[src/rtl/lbist_pkg.sv]
// Shared constants and the sequence step function for the loopback self-test.
// Assumes 32-bit lane words and 32-bit register accesses.
package lbist_pkg;
    localparam int          WORD_W     = 32;
    localparam int          CNT_W      = 11;
    localparam logic [1:0]  ADDR_CTRL  = 2'd0;
    localparam logic [1:0]  ADDR_PAT   = 2'd1;
    localparam logic [1:0]  ADDR_STAT  = 2'd2;
    localparam int          BIT_EN     = 31;
    localparam int          BIT_FIXED  = 30;
    localparam int          SEL_LSB    = 16;
    localparam logic [31:0] SEQ_SEED   = 32'h1234_5678;

    // One step of the x^32+x^22+x^2+x+1 shift sequence.
    function automatic logic [31:0] seq_step(input logic [31:0] s);
        return {s[30:0], s[31] ^ s[21] ^ s[1] ^ s[0]};
    endfunction
endpackage

[src/rtl/lbist_regs.sv]
// Control and pattern registers. Produces a one-cycle start pulse when the
// control word is written with the enable bit set. Assumes NLANES <= 16.
module lbist_regs
    import lbist_pkg::*;
#(
    parameter int NLANES = 4,
    parameter int SELW   = (NLANES > 1) ? $clog2(NLANES) : 1
) (
    input  logic              clk,
    input  logic              rst_n,
    input  logic              wr_en,
    input  logic [1:0]        addr,
    input  logic [31:0]       wdata,
    output logic              en,
    output logic              fixed,
    output logic [SELW-1:0]   rxsel,
    output logic [NLANES-1:0] txmask,
    output logic [31:0]       pattern,
    output logic              start
);
    logic ctrl_wr;
    logic unused_wbits;

    assign ctrl_wr      = wr_en && (addr == ADDR_CTRL);
    assign start        = ctrl_wr && wdata[BIT_EN];
    assign unused_wbits = ^{wdata[29:SEL_LSB+SELW], wdata[SEL_LSB-1:NLANES]};

    // Capture control fields and the pattern word on writes.
    always_ff @(posedge clk) begin
        if (!rst_n) begin
            en      <= 1'b0;
            fixed   <= 1'b0;
            rxsel   <= '0;
            txmask  <= '0;
            pattern <= '0;
        end else if (wr_en) begin
            if (addr == ADDR_CTRL) begin
                en     <= wdata[BIT_EN];
                fixed  <= wdata[BIT_FIXED];
                rxsel  <= wdata[SEL_LSB +: SELW];
                txmask <= wdata[NLANES-1:0];
            end else if (addr == ADDR_PAT) begin
                pattern <= wdata;
            end
        end
    end

    // a start leaves the block enabled on the next cycle.
    a_r1_start_enables: assert property (@(posedge clk) disable iff (!rst_n)
        start |=> en);
endmodule

[src/rtl/lbist_gen.sv]
// Test word generator. Holds the sequence state, reseeds on start and steps
// once per enabled cycle. All masked lanes carry the same word.
module lbist_gen
    import lbist_pkg::*;
#(
    parameter int NLANES = 4
) (
    input  logic                     clk,
    input  logic                     rst_n,
    input  logic                     start,
    input  logic                     en,
    input  logic                     fixed,
    input  logic [NLANES-1:0]        txmask,
    input  logic [31:0]              pattern,
    output logic [NLANES-1:0]        tx_valid,
    output logic [NLANES*WORD_W-1:0] tx_data
);
    logic [31:0] state;
    logic [31:0] word;

    // Advance the sequence state while a run is active.
    always_ff @(posedge clk) begin
        if (!rst_n || start) state <= SEQ_SEED;
        else if (en)         state <= seq_step(state);
    end

    assign word     = fixed ? pattern : state;
    assign tx_valid = en ? txmask : '0;

    for (genvar i = 0; i < NLANES; i++) begin : g_lane
        assign tx_data[i*WORD_W +: WORD_W] = word;
    end

    // the sequence state never collapses to the all-zero lock-up value.
    a_r2_state_nonzero: assert property (@(posedge clk) disable iff (!rst_n)
        state != 32'd0);
endmodule

[src/rtl/lbist_check.sv]
// Receive-side checker for the selected lane. Steps its expected sequence only
// on valid words and keeps a sticky pass flag and a wrapping compare count.
module lbist_check
    import lbist_pkg::*;
(
    input  logic             clk,
    input  logic             rst_n,
    input  logic             start,
    input  logic             en,
    input  logic             fixed,
    input  logic [31:0]      pattern,
    input  logic             rx_vld,
    input  logic [31:0]      rx_word,
    output logic             good,
    output logic [CNT_W-1:0] count
);
    logic [31:0] expect_q;
    logic        take;
    logic        miss;

    assign take = en && rx_vld;
    assign miss = rx_word != (fixed ? pattern : expect_q);

    // Expected sequence: reseed on start, step on each compared word.
    always_ff @(posedge clk) begin
        if (!rst_n || start) expect_q <= SEQ_SEED;
        else if (take)       expect_q <= seq_step(expect_q);
    end

    // Pass flag and compare count.
    always_ff @(posedge clk) begin
        if (!rst_n) begin
            good  <= 1'b0;
            count <= '0;
        end else if (start) begin
            good  <= 1'b1;
            count <= '0;
        end else if (take) begin
            count <= count + 1'b1;
            if (miss) good <= 1'b0;
        end
    end

    // a start gives a passing, empty result.
    a_r1_restart: assert property (@(posedge clk) disable iff (!rst_n)
        start |=> (good && count == '0));
    // once low, the pass flag stays low until the next start.
    a_r6_good_sticky: assert property (@(posedge clk) disable iff (!rst_n)
        (!good && !start) |=> !good);
    // each compared word adds exactly one (modulo the count width).
    a_r7_count_step: assert property (@(posedge clk) disable iff (!rst_n)
        (take && !start) |=> count == $past(count) + 1'b1);
    // nothing moves while disabled.
    a_r8_frozen: assert property (@(posedge clk) disable iff (!rst_n)
        (!en && !start) |=> ($stable(count) && $stable(good)));
endmodule

[src/rtl/lbist_engine.sv]
// Loopback self-test engine top: registers, word generator, lane select and
// checker, plus the register read mux. Assumes NLANES <= 16 and a power of two.
module lbist_engine
    import lbist_pkg::*;
#(
    parameter int NLANES = 4,
    localparam int SELW  = (NLANES > 1) ? $clog2(NLANES) : 1
) (
    input  logic                     clk,
    input  logic                     rst_n,
    input  logic                     reg_wr_en,
    input  logic [1:0]               reg_addr,
    input  logic [31:0]              reg_wdata,
    output logic [31:0]              reg_rdata,
    output logic [NLANES-1:0]        tx_valid,
    output logic [NLANES*WORD_W-1:0] tx_data,
    input  logic [NLANES-1:0]        rx_valid,
    input  logic [NLANES*WORD_W-1:0] rx_data
);
    logic              en, fixed, start, good;
    logic [SELW-1:0]   rxsel;
    logic [NLANES-1:0] txmask;
    logic [31:0]       pattern;
    logic [CNT_W-1:0]  count;
    logic [31:0]       ctrl_view;

    lbist_regs #(.NLANES(NLANES), .SELW(SELW)) u_regs (
        .clk(clk), .rst_n(rst_n), .wr_en(reg_wr_en), .addr(reg_addr),
        .wdata(reg_wdata), .en(en), .fixed(fixed), .rxsel(rxsel),
        .txmask(txmask), .pattern(pattern), .start(start)
    );

    lbist_gen #(.NLANES(NLANES)) u_gen (
        .clk(clk), .rst_n(rst_n), .start(start), .en(en), .fixed(fixed),
        .txmask(txmask), .pattern(pattern), .tx_valid(tx_valid),
        .tx_data(tx_data)
    );

    lbist_check u_check (
        .clk(clk), .rst_n(rst_n), .start(start), .en(en), .fixed(fixed),
        .pattern(pattern), .rx_vld(rx_valid[rxsel]),
        .rx_word(rx_data[rxsel*WORD_W +: WORD_W]), .good(good), .count(count)
    );

    // Build the control read-back view from the stored fields.
    always_comb begin
        ctrl_view                     = '0;
        ctrl_view[BIT_EN]             = en;
        ctrl_view[BIT_FIXED]          = fixed;
        ctrl_view[SEL_LSB +: SELW]    = rxsel;
        ctrl_view[NLANES-1:0]         = txmask;
    end

    // Register read mux.
    always_comb begin
        case (reg_addr)
            ADDR_CTRL: reg_rdata = ctrl_view;
            ADDR_PAT:  reg_rdata = pattern;
            ADDR_STAT: reg_rdata = {good, {(31-CNT_W){1'b0}}, count};
            default:   reg_rdata = '0;
        endcase
    end

    // no lane outside the mask ever strobes.
    a_r4_mask_only: assert property (@(posedge clk) disable iff (!rst_n)
        (tx_valid & ~txmask) == '0);
    // in fixed mode the sent word is the pattern register.
    a_r3_fixed_word: assert property (@(posedge clk) disable iff (!rst_n)
        (en && fixed) |-> tx_data[WORD_W-1:0] == pattern);
endmodule

[config.mk]
export PLATFORM = sky130hd
export DESIGN_NAME = lbist_engine
export DESIGN_NICKNAME = d
export VERILOG_FILES = /design/src/rtl/lbist_pkg.sv /design/src/rtl/lbist_regs.sv /design/src/rtl/lbist_gen.sv /design/src/rtl/lbist_check.sv /design/src/rtl/lbist_engine.sv
export SDC_FILE = /design/constraint.sdc
export NUM_CORES = 1
export LEC_CHECK = 0
export BUFFER_PORTS_ARGS = -buffer_cell sky130_fd_sc_hd__buf_2
export CAP_MARGIN = 20
export CORE_AREA = 2 2 129 131
export CTS_CLUSTER_DIAMETER = 120
export DETAILED_ROUTE_END_ITERATION = 16
export DIE_AREA = 0 0 131 133
export PLACE_DENSITY = 0.77
export SLEW_MARGIN = 20
export SYNTH_ARGS = -nofsm -noshare
export SYNTH_HDL_FRONTEND = slang
export SYNTH_SLANG_ARGS = --single-unit
[constraint.sdc]
create_clock -name clk -period 3.28 [get_ports clk]
set_input_delay 0.656 -clock clk [delete_from_list [all_inputs] [get_ports clk]]
set_output_delay 0.656 -clock clk [all_outputs]
set_load 0.02 [all_outputs]
# [Word level (Yosys, flattened, before mapping)]
# Index checks and enable logic that the tools add are counted.
[totals] regBits=116 latchBits=0 mem_bits_rw=0 romBits=0 input_bits=169 out_inout_bits=164 elab_cells=44 mem_count=0
[classes] addsub=1 n_mul=0 n_div=0 magnitude_cmp=1 n_eq_ne=3 shifts=1 mux=9 n_bitwise=8 n_reduce_logical=12
[op_table] operator="variable part select 128 x 8 -> 32 bit" count=1
[op_table] operator="case mux 32 bit (3 select lines)" count=1
[op_table] operator="two-way mux 32 bit" count=2
[op_table] operator="!= test 32 bit" count=1
[op_table] operator="adder 11 x 1 -> 11 bit, second input constant" count=1
[op_table] operator="bitwise XOR 1 bit" count=6
[op_table] operator="two-way mux 1 bit" count=4
[op_table] operator="two-way mux 4 bit" count=1
[op_table] operator="AND reduction 2 bit" count=2
[op_table] operator="nonzero test 2 bit" count=2
[op_table] operator="logical AND 1 bit" count=3
[op_table] operator="less-than comparator 2 x 3 -> 1 bit, second input constant" count=1
[op_table] operator="AND reduction 3 bit" count=1
[op_table] operator="binary-select mux 1 bit (select 2 bit)" count=1
[op_table] operator="== test 2 x 1 -> 1 bit, second input constant" count=1
[op_table] operator="== test 2 bit, second input constant" count=1
[op_table] operator="zero test 2 bit" count=1
[op_table] operator="NOT 1 bit" count=2
[op_table] operator="OR reduction 2 bit" count=1
[op_table] operator="zero test 1 bit" count=1
[op_table] operator="logical OR 1 bit" count=1

# [Depth between registers and ports, before layout]
[depth] depth_word=5 ltp_mapped=9

# [Modules after synthesis]
# From an unflattened synthesis, not the netlist that was laid out.
[hier_totals] cells_unflattened=779 area_unflattened_um2=7380.8
[by_module_without_submodules] mod="lbist_check" n_inst=1 cells_per_inst=278 area_each_um2=2319.7 seq_area_each_um2=880.8
[by_module_without_submodules] mod="lbist_gen" n_inst=1 cells_per_inst=244 area_each_um2=2278.4 seq_area_each_um2=640.6
[by_module_without_submodules] mod="lbist_regs" n_inst=1 cells_per_inst=169 area_each_um2=1581.5 seq_area_each_um2=800.8
[by_module_without_submodules] mod="lbist_engine" n_inst=1 cells_per_inst=88 area_each_um2=1201.2 seq_area_each_um2=0.0

# [Worst setup path before layout]
# OpenSTA, ideal clock, no wires.
[synth_timing] path_type="register -> output" start="reg u_regs.fixed" end="out tx_data[107]" arrival_time_ns=1.729 t_required_ns=2.624 slack_ns=0.895 stages_incl_launch_ff=7 cell_sequence="dfxtp_1 clkbuf_1 buf_2 buf_2 buf_2 mux2_2 buf_4"
[synth_via] elab_chain_cells=1
[synth_rtl] element="start, declared" line="lbist_regs.sv:15" source="output logic fixed,"
[synth_rtl] element="start signal, assigned" line="lbist_regs.sv:39" source="fixed <= wdata[BIT_FIXED];"
[synth_rtl] element="two-way mux 32 bit" line="lbist_gen.sv:27" source="assign word = fixed ? pattern : state;"
[synth_rtl] element="end, declared" line="lbist_engine.sv:16" source="output logic [NLANES*WORD_W-1:0] tx_data,"
# No other way between the ends.

# [Worst setup path after layout]
[layout_timing] start="reg u_regs.fixed" end="out tx_data[38]"
# The elaborated chain is that of the path after synthesis.

==> flow_results.org <==
** Timing
- Subtracting the final worst setup slack from the clock period gives between 2000 and 3000 ps.
- RSZ-0062 raised after global routing :: false
- For the pin with the worst max-slew slack, the measured transition is slightly below 1000 ps.
- Final setup vio count :: 0
- Final worst path period share :: ~83%
- Worst path setup slack after routing :: 569 ps
- Hold is met by between 400 and 500 ps.
- Headroom to the max-slew limit came out at approximately a third.
- The count of final hold-check violations is 0.
- Highest clock frequency the design can meet :: ~370 MHz
- Clock skew on the completed layout was measured at between 8 and 9 ps.
- Final setup TNS :: 0 ps
- Final-report max-slew violation count :: 0

** Setup path
- On the worst path, the slowest cell contributes a delay of a little over 700 ps.
- The worst setup path is launched from a flop.
- Walking the worst path, the cells encountered are buf_12 > mux2_2 > buf_2.
- Counting cells, the worst reg-to-reg path comes to 7.
- The endpoint identified for the worst register-to-register timing path is u_check.good.
- Along the worst path, the maximum fanout reaches 34.
- The worst register-to-register path has a setup slack of 780 ps.
- STA puts the critical path data required time at roughly 2600 ps.
- The critical path is of the flop to primary output type.
- The startpoint identified for the worst register-to-register timing path is u_regs.rxsel[0].
- Critical-path cell with the highest stage delay :: sky130_fd_sc_hd__dfxtp_4
- CP top delay family :: flip-flops
- Kind of end point of the critical path :: primary output
- Total buffers and inverters traversed by the critical path :: 2
- Data on the critical path arrives at its endpoint at ~2100 ps.

** Yosys
- Primary FF master, synth :: sky130_fd_sc_hd__dfxtp_1
- After synthesis the netlist holds a flip-flop and latch count of roughly 120.
- Average size of a mapped cell :: between 9 and 10 µm²
- Fraction of synthesis flops using an asynchronous set or reset pin :: 0%
- Synth cell types :: 32
- For this run, the register share of the synthesized area comes to about a third.
- In this run, synthesis inferred 0 flip-flops with an integrated enable.
- Number of warnings printed during yosys synthesis :: 0
- Number of cells produced by synthesis :: between 700 and 800
- After synthesis the cells add up to 0.00727 mm².
- Net count of the mapped netlist :: between 900 and 1,000

** GRT
- Congestion Overflow GR :: 0
- First-pass GRT wire length :: about 33,000 µm
- Global routing used roughly 5.0% of the available met3 tracks.
- The via count of the first global-routing pass was roughly 6,000.
- For this run, global-route usage on met2 was measured as roughly 43%.
- In the global route stage, overall resource usage came out at about a quarter.
- The initial antenna violation count came to 0.
- GR peak layer :: met2
- For met1 alone, demand over resource in global routing was around 32%.
- Entering global routing, the biggest net connects 50 pins.

** Floorplan
- In this run the count of I/O pins placed on the die edge is 333.
- Starting utilization of the core area :: around 45%
- In this run the core area contains 47 standard-cell rows.
- The die is 133 µm tall.
- The die is between 100 and 150 µm wide.
- The floorplan step defined a core boundary enclosing 0.0162 mm².
- Die outline area :: 0.0174 mm²

** Clocking
- Clock input transition at the sequential cells of the worst setup and hold paths :: ~50 ps
- Maximum clock insertion buffer count :: 2
- Post-CTS repair timing setup buffer count :: 0
- The clock drives between 100 and 150 sinks.
- CTS H-tree lvls :: 4
- The cell sitting at the root of the clock tree is a sky130_fd_sc_hd__clkbuf_16.
- TritonCTS clock tree :: done
- For this design, the CTS-stage hold fixing added 0 buffers.
- Clock latency on the worst-skew pair, taken at its later pin, is 420 ps.
- Clock tree synthesis inserted a total of 17 buffers.
- Once the clock tree was built, the resizer swapped 0 gates to a different size.

** Hold path
- Worst hold path stage count :: 2
- Hold worst-path end :: u_check.expect_q[31]
- The worst hold path begins at u_check.expect_q[30].
- Class of the worst hold path :: flop to flop

** Layout
- Proportion of layout cells with a drive suffix above 1 :: between 40% and 50%
- Summing all multi-input logic gate instances after layout gives 0.00396 mm².
- In the final layout, flip-flops and latches occupy around 0.0023 mm².
- 0 antenna diodes ended up in the layout.
- The final layout contains around 1,200 nets.
- The finished layout holds between 1,000 and 1,500 standard cells, fillers aside.
- Relative area change from synthesis to final layout :: 23.8%
- Counting the fill cells in the layout gives about 1,500.
- Final core utilization :: 55.7%

** Power
- The internal power of the cells totals 0.00300 W.
- Of the total power, the clock network draws around half.
- In this run switching power makes up between 20% and 30% of total power.
- VDD sags by at most about 0.00039 V.
- Relative contribution of sequential cells to total power :: between 30% and 40%
- Summed over all cells, the static leakage comes to ~3.9 nW.
- Combinational logic is responsible for a little over an eighth of the overall power.
- Net switching power figure :: approximately 0.001 W
- Total power per unit cell area :: roughly 440 mW/mm²

** Placed design
- In this run the tool buffered the top-level ports with 332 buffer cells.
- Pre-CTS setup slack :: about 800 ps
- Once detailed placement completed, the half-perimeter wirelength came to 17,300 µm.
- After detailed placement, the design holds a cell count of 1,201.
- Routability-driven placement finished with a final weighted congestion of a little over 0.8.

** Routing
- After detailed routing, the total wire length is about 23,000 µm.
- Number of routed nets with antenna violations :: 0
- In this run, the number of DRC markers left after iteration 0 of detailed routing was ~320.
- Via count :: ~6,300
- DRC :: 0
- After detailed routing, the average wire length per cell comes to roughly 18 µm.
- Via-per-instance ratio :: between 5 and 6
- Initial DRT Pass Iterations :: 5

** Run
- Total of max-cap violations :: 0

** Status
- The flow ran to the end, and the final reports show no timing, DRC or antenna violations.
synthesized netlist by cell type, types with 6 or more instances:
| master | count | area (µm²) |
|---|---|---|
| sky130_fd_sc_hd__mux4_1 | 12 | 315 |
| sky130_fd_sc_hd__a21boi_0 | 33 | 248 |
| sky130_fd_sc_hd__xnor2_1 | 8 | 70.1 |
| sky130_fd_sc_hd__and2_1 | 24 | 150 |
| sky130_fd_sc_hd__nor2b_1 | 9 | 56.3 |
| sky130_fd_sc_hd__mux4_2 | 21 | 473 |
| sky130_fd_sc_hd__mux2_2 | 32 | 360 |
| sky130_fd_sc_hd__clkbuf_1 | 24 | 90.1 |
| sky130_fd_sc_hd__buf_2 | 23 | 115 |
| sky130_fd_sc_hd__nand3_1 | 17 | 85.1 |
| sky130_fd_sc_hd__nor2_1 | 33 | 124 |
| sky130_fd_sc_hd__nand2_1 | 156 | 586 |
| sky130_fd_sc_hd__a21oi_1 | 19 | 95.1 |
| sky130_fd_sc_hd__nand4_1 | 10 | 62.6 |
| sky130_fd_sc_hd__xor2_1 | 40 | 350 |
| sky130_fd_sc_hd__dfxtp_1 | 116 | 2320 |
| sky130_fd_sc_hd__a22o_1 | 7 | 61.3 |
| sky130_fd_sc_hd__o21ai_0 | 6 | 30.0 |
| sky130_fd_sc_hd__mux2i_1 | 78 | 781 |
| sky130_fd_sc_hd__buf_4 | 96 | 721 |
power by group through the flow:
stage | registers [W] | logic, W | clock network [W]
after floorplan | 0.00149 | 0.000396 | 0
after global placement | 0.00152 | 0.000539 | 0
after detailed placement | 0.00152 | 0.000546 | 0
after CTS | 0.00149 | 0.000549 | 0.00197
after global routing | 0.00149 | 0.000590 | 0.00203
final | 0.00149 | 0.000547 | 0.00195
metal layers:
layer,vias up,part of all wire [%]
met2,274,50
met1,2992,42
met5,-,0
li1,3010,-
met4,0,2.3
met3,31,5.7
tightest hold or removal path, stage by stage (launching register included):
cell and delay (ps):
sky130_fd_sc_hd__dfxtp_1 320, sky130_fd_sc_hd__nand2_1 60, sky130_fd_sc_hd__a21oi_1 50
area by class of cell:
class,count,area share (%)
inverter,2,0.0834
multi-input combinational,515,43.9
clock buffer,21,5.12
tap,220,3.06
timing repair buffer,348,20.2
clock inverter,10,1.72
sequential,116,25.9
worst max-delay path by stage:
stage	depth (start not counted)	from	to	slack [ps]
final	3	u_regs.fixed	tx_data[38]	570
after global routing	3	u_regs.fixed	tx_data[38]	500
after global placement	7	u_regs.rxsel[0]	u_check.good	810
after detailed placement	5	reg_addr[0]	reg_rdata[8]	800
after floorplan	6	u_regs.fixed	tx_data[107]	890
after CTS	3	u_regs.fixed	tx_data[38]	560
cell usage in the layout, fill, tap and decap left out, drive strengths merged:
cell type / netlist / routed
buf: 125 / 348
nand2: 157 / 157
dfxtp: 116 / 116
mux2i: 78 / 78
xor2: 40 / 40
nor2: 33 / 33
a21boi: 33 / 33
mux4: 33 / 33
mux2: 32 / 32
and2: 24 / 24
clkbuf: 24 / 21
a21oi: 19 / 19
nand3: 17 / 17
nand4: 10 / 10
nor2b: 9 / 9
xnor2: 8 / 8
a22o: 7 / 7
o21ai: 6 / 6
bufinv: 0 / 4
clkinv: 0 / 4
nor4: 4 / 4
inv: 2 / 2
clkinvlp: 0 / 2
nor3b: 1 / 1
and3: 1 / 1
a31oi: 1 / 1
nand2b: 1 / 1
ha: 1 / 1
logic make-up after synthesis:
group	count (synthesis)	synth area share, %
fa+ha+maj	1	0.172
mux	143	26.5
simple gates	257	15.7
flops	116	31.9
buf+inv	151	13.8
xor+xnor	48	5.78
compound gates	66	6.06
registers in the layout, indices dropped and copies added (netlist names), 2 cells and up:
signal            flops
u_check.expect_q     32
u_check.count        11
u_regs.rxsel          2
u_gen.state          32
u_regs.pattern       32
u_regs.txmask         4
through the flow:
step                power [W]  area (µm²)
global placement      0.00206        8390
CTS                   0.00401        9000
floorplan             0.00189        7270
finish                0.00399        9000
detailed placement    0.00207        8390
global route          0.00411        9000
(Power assumes the default switching activity.)
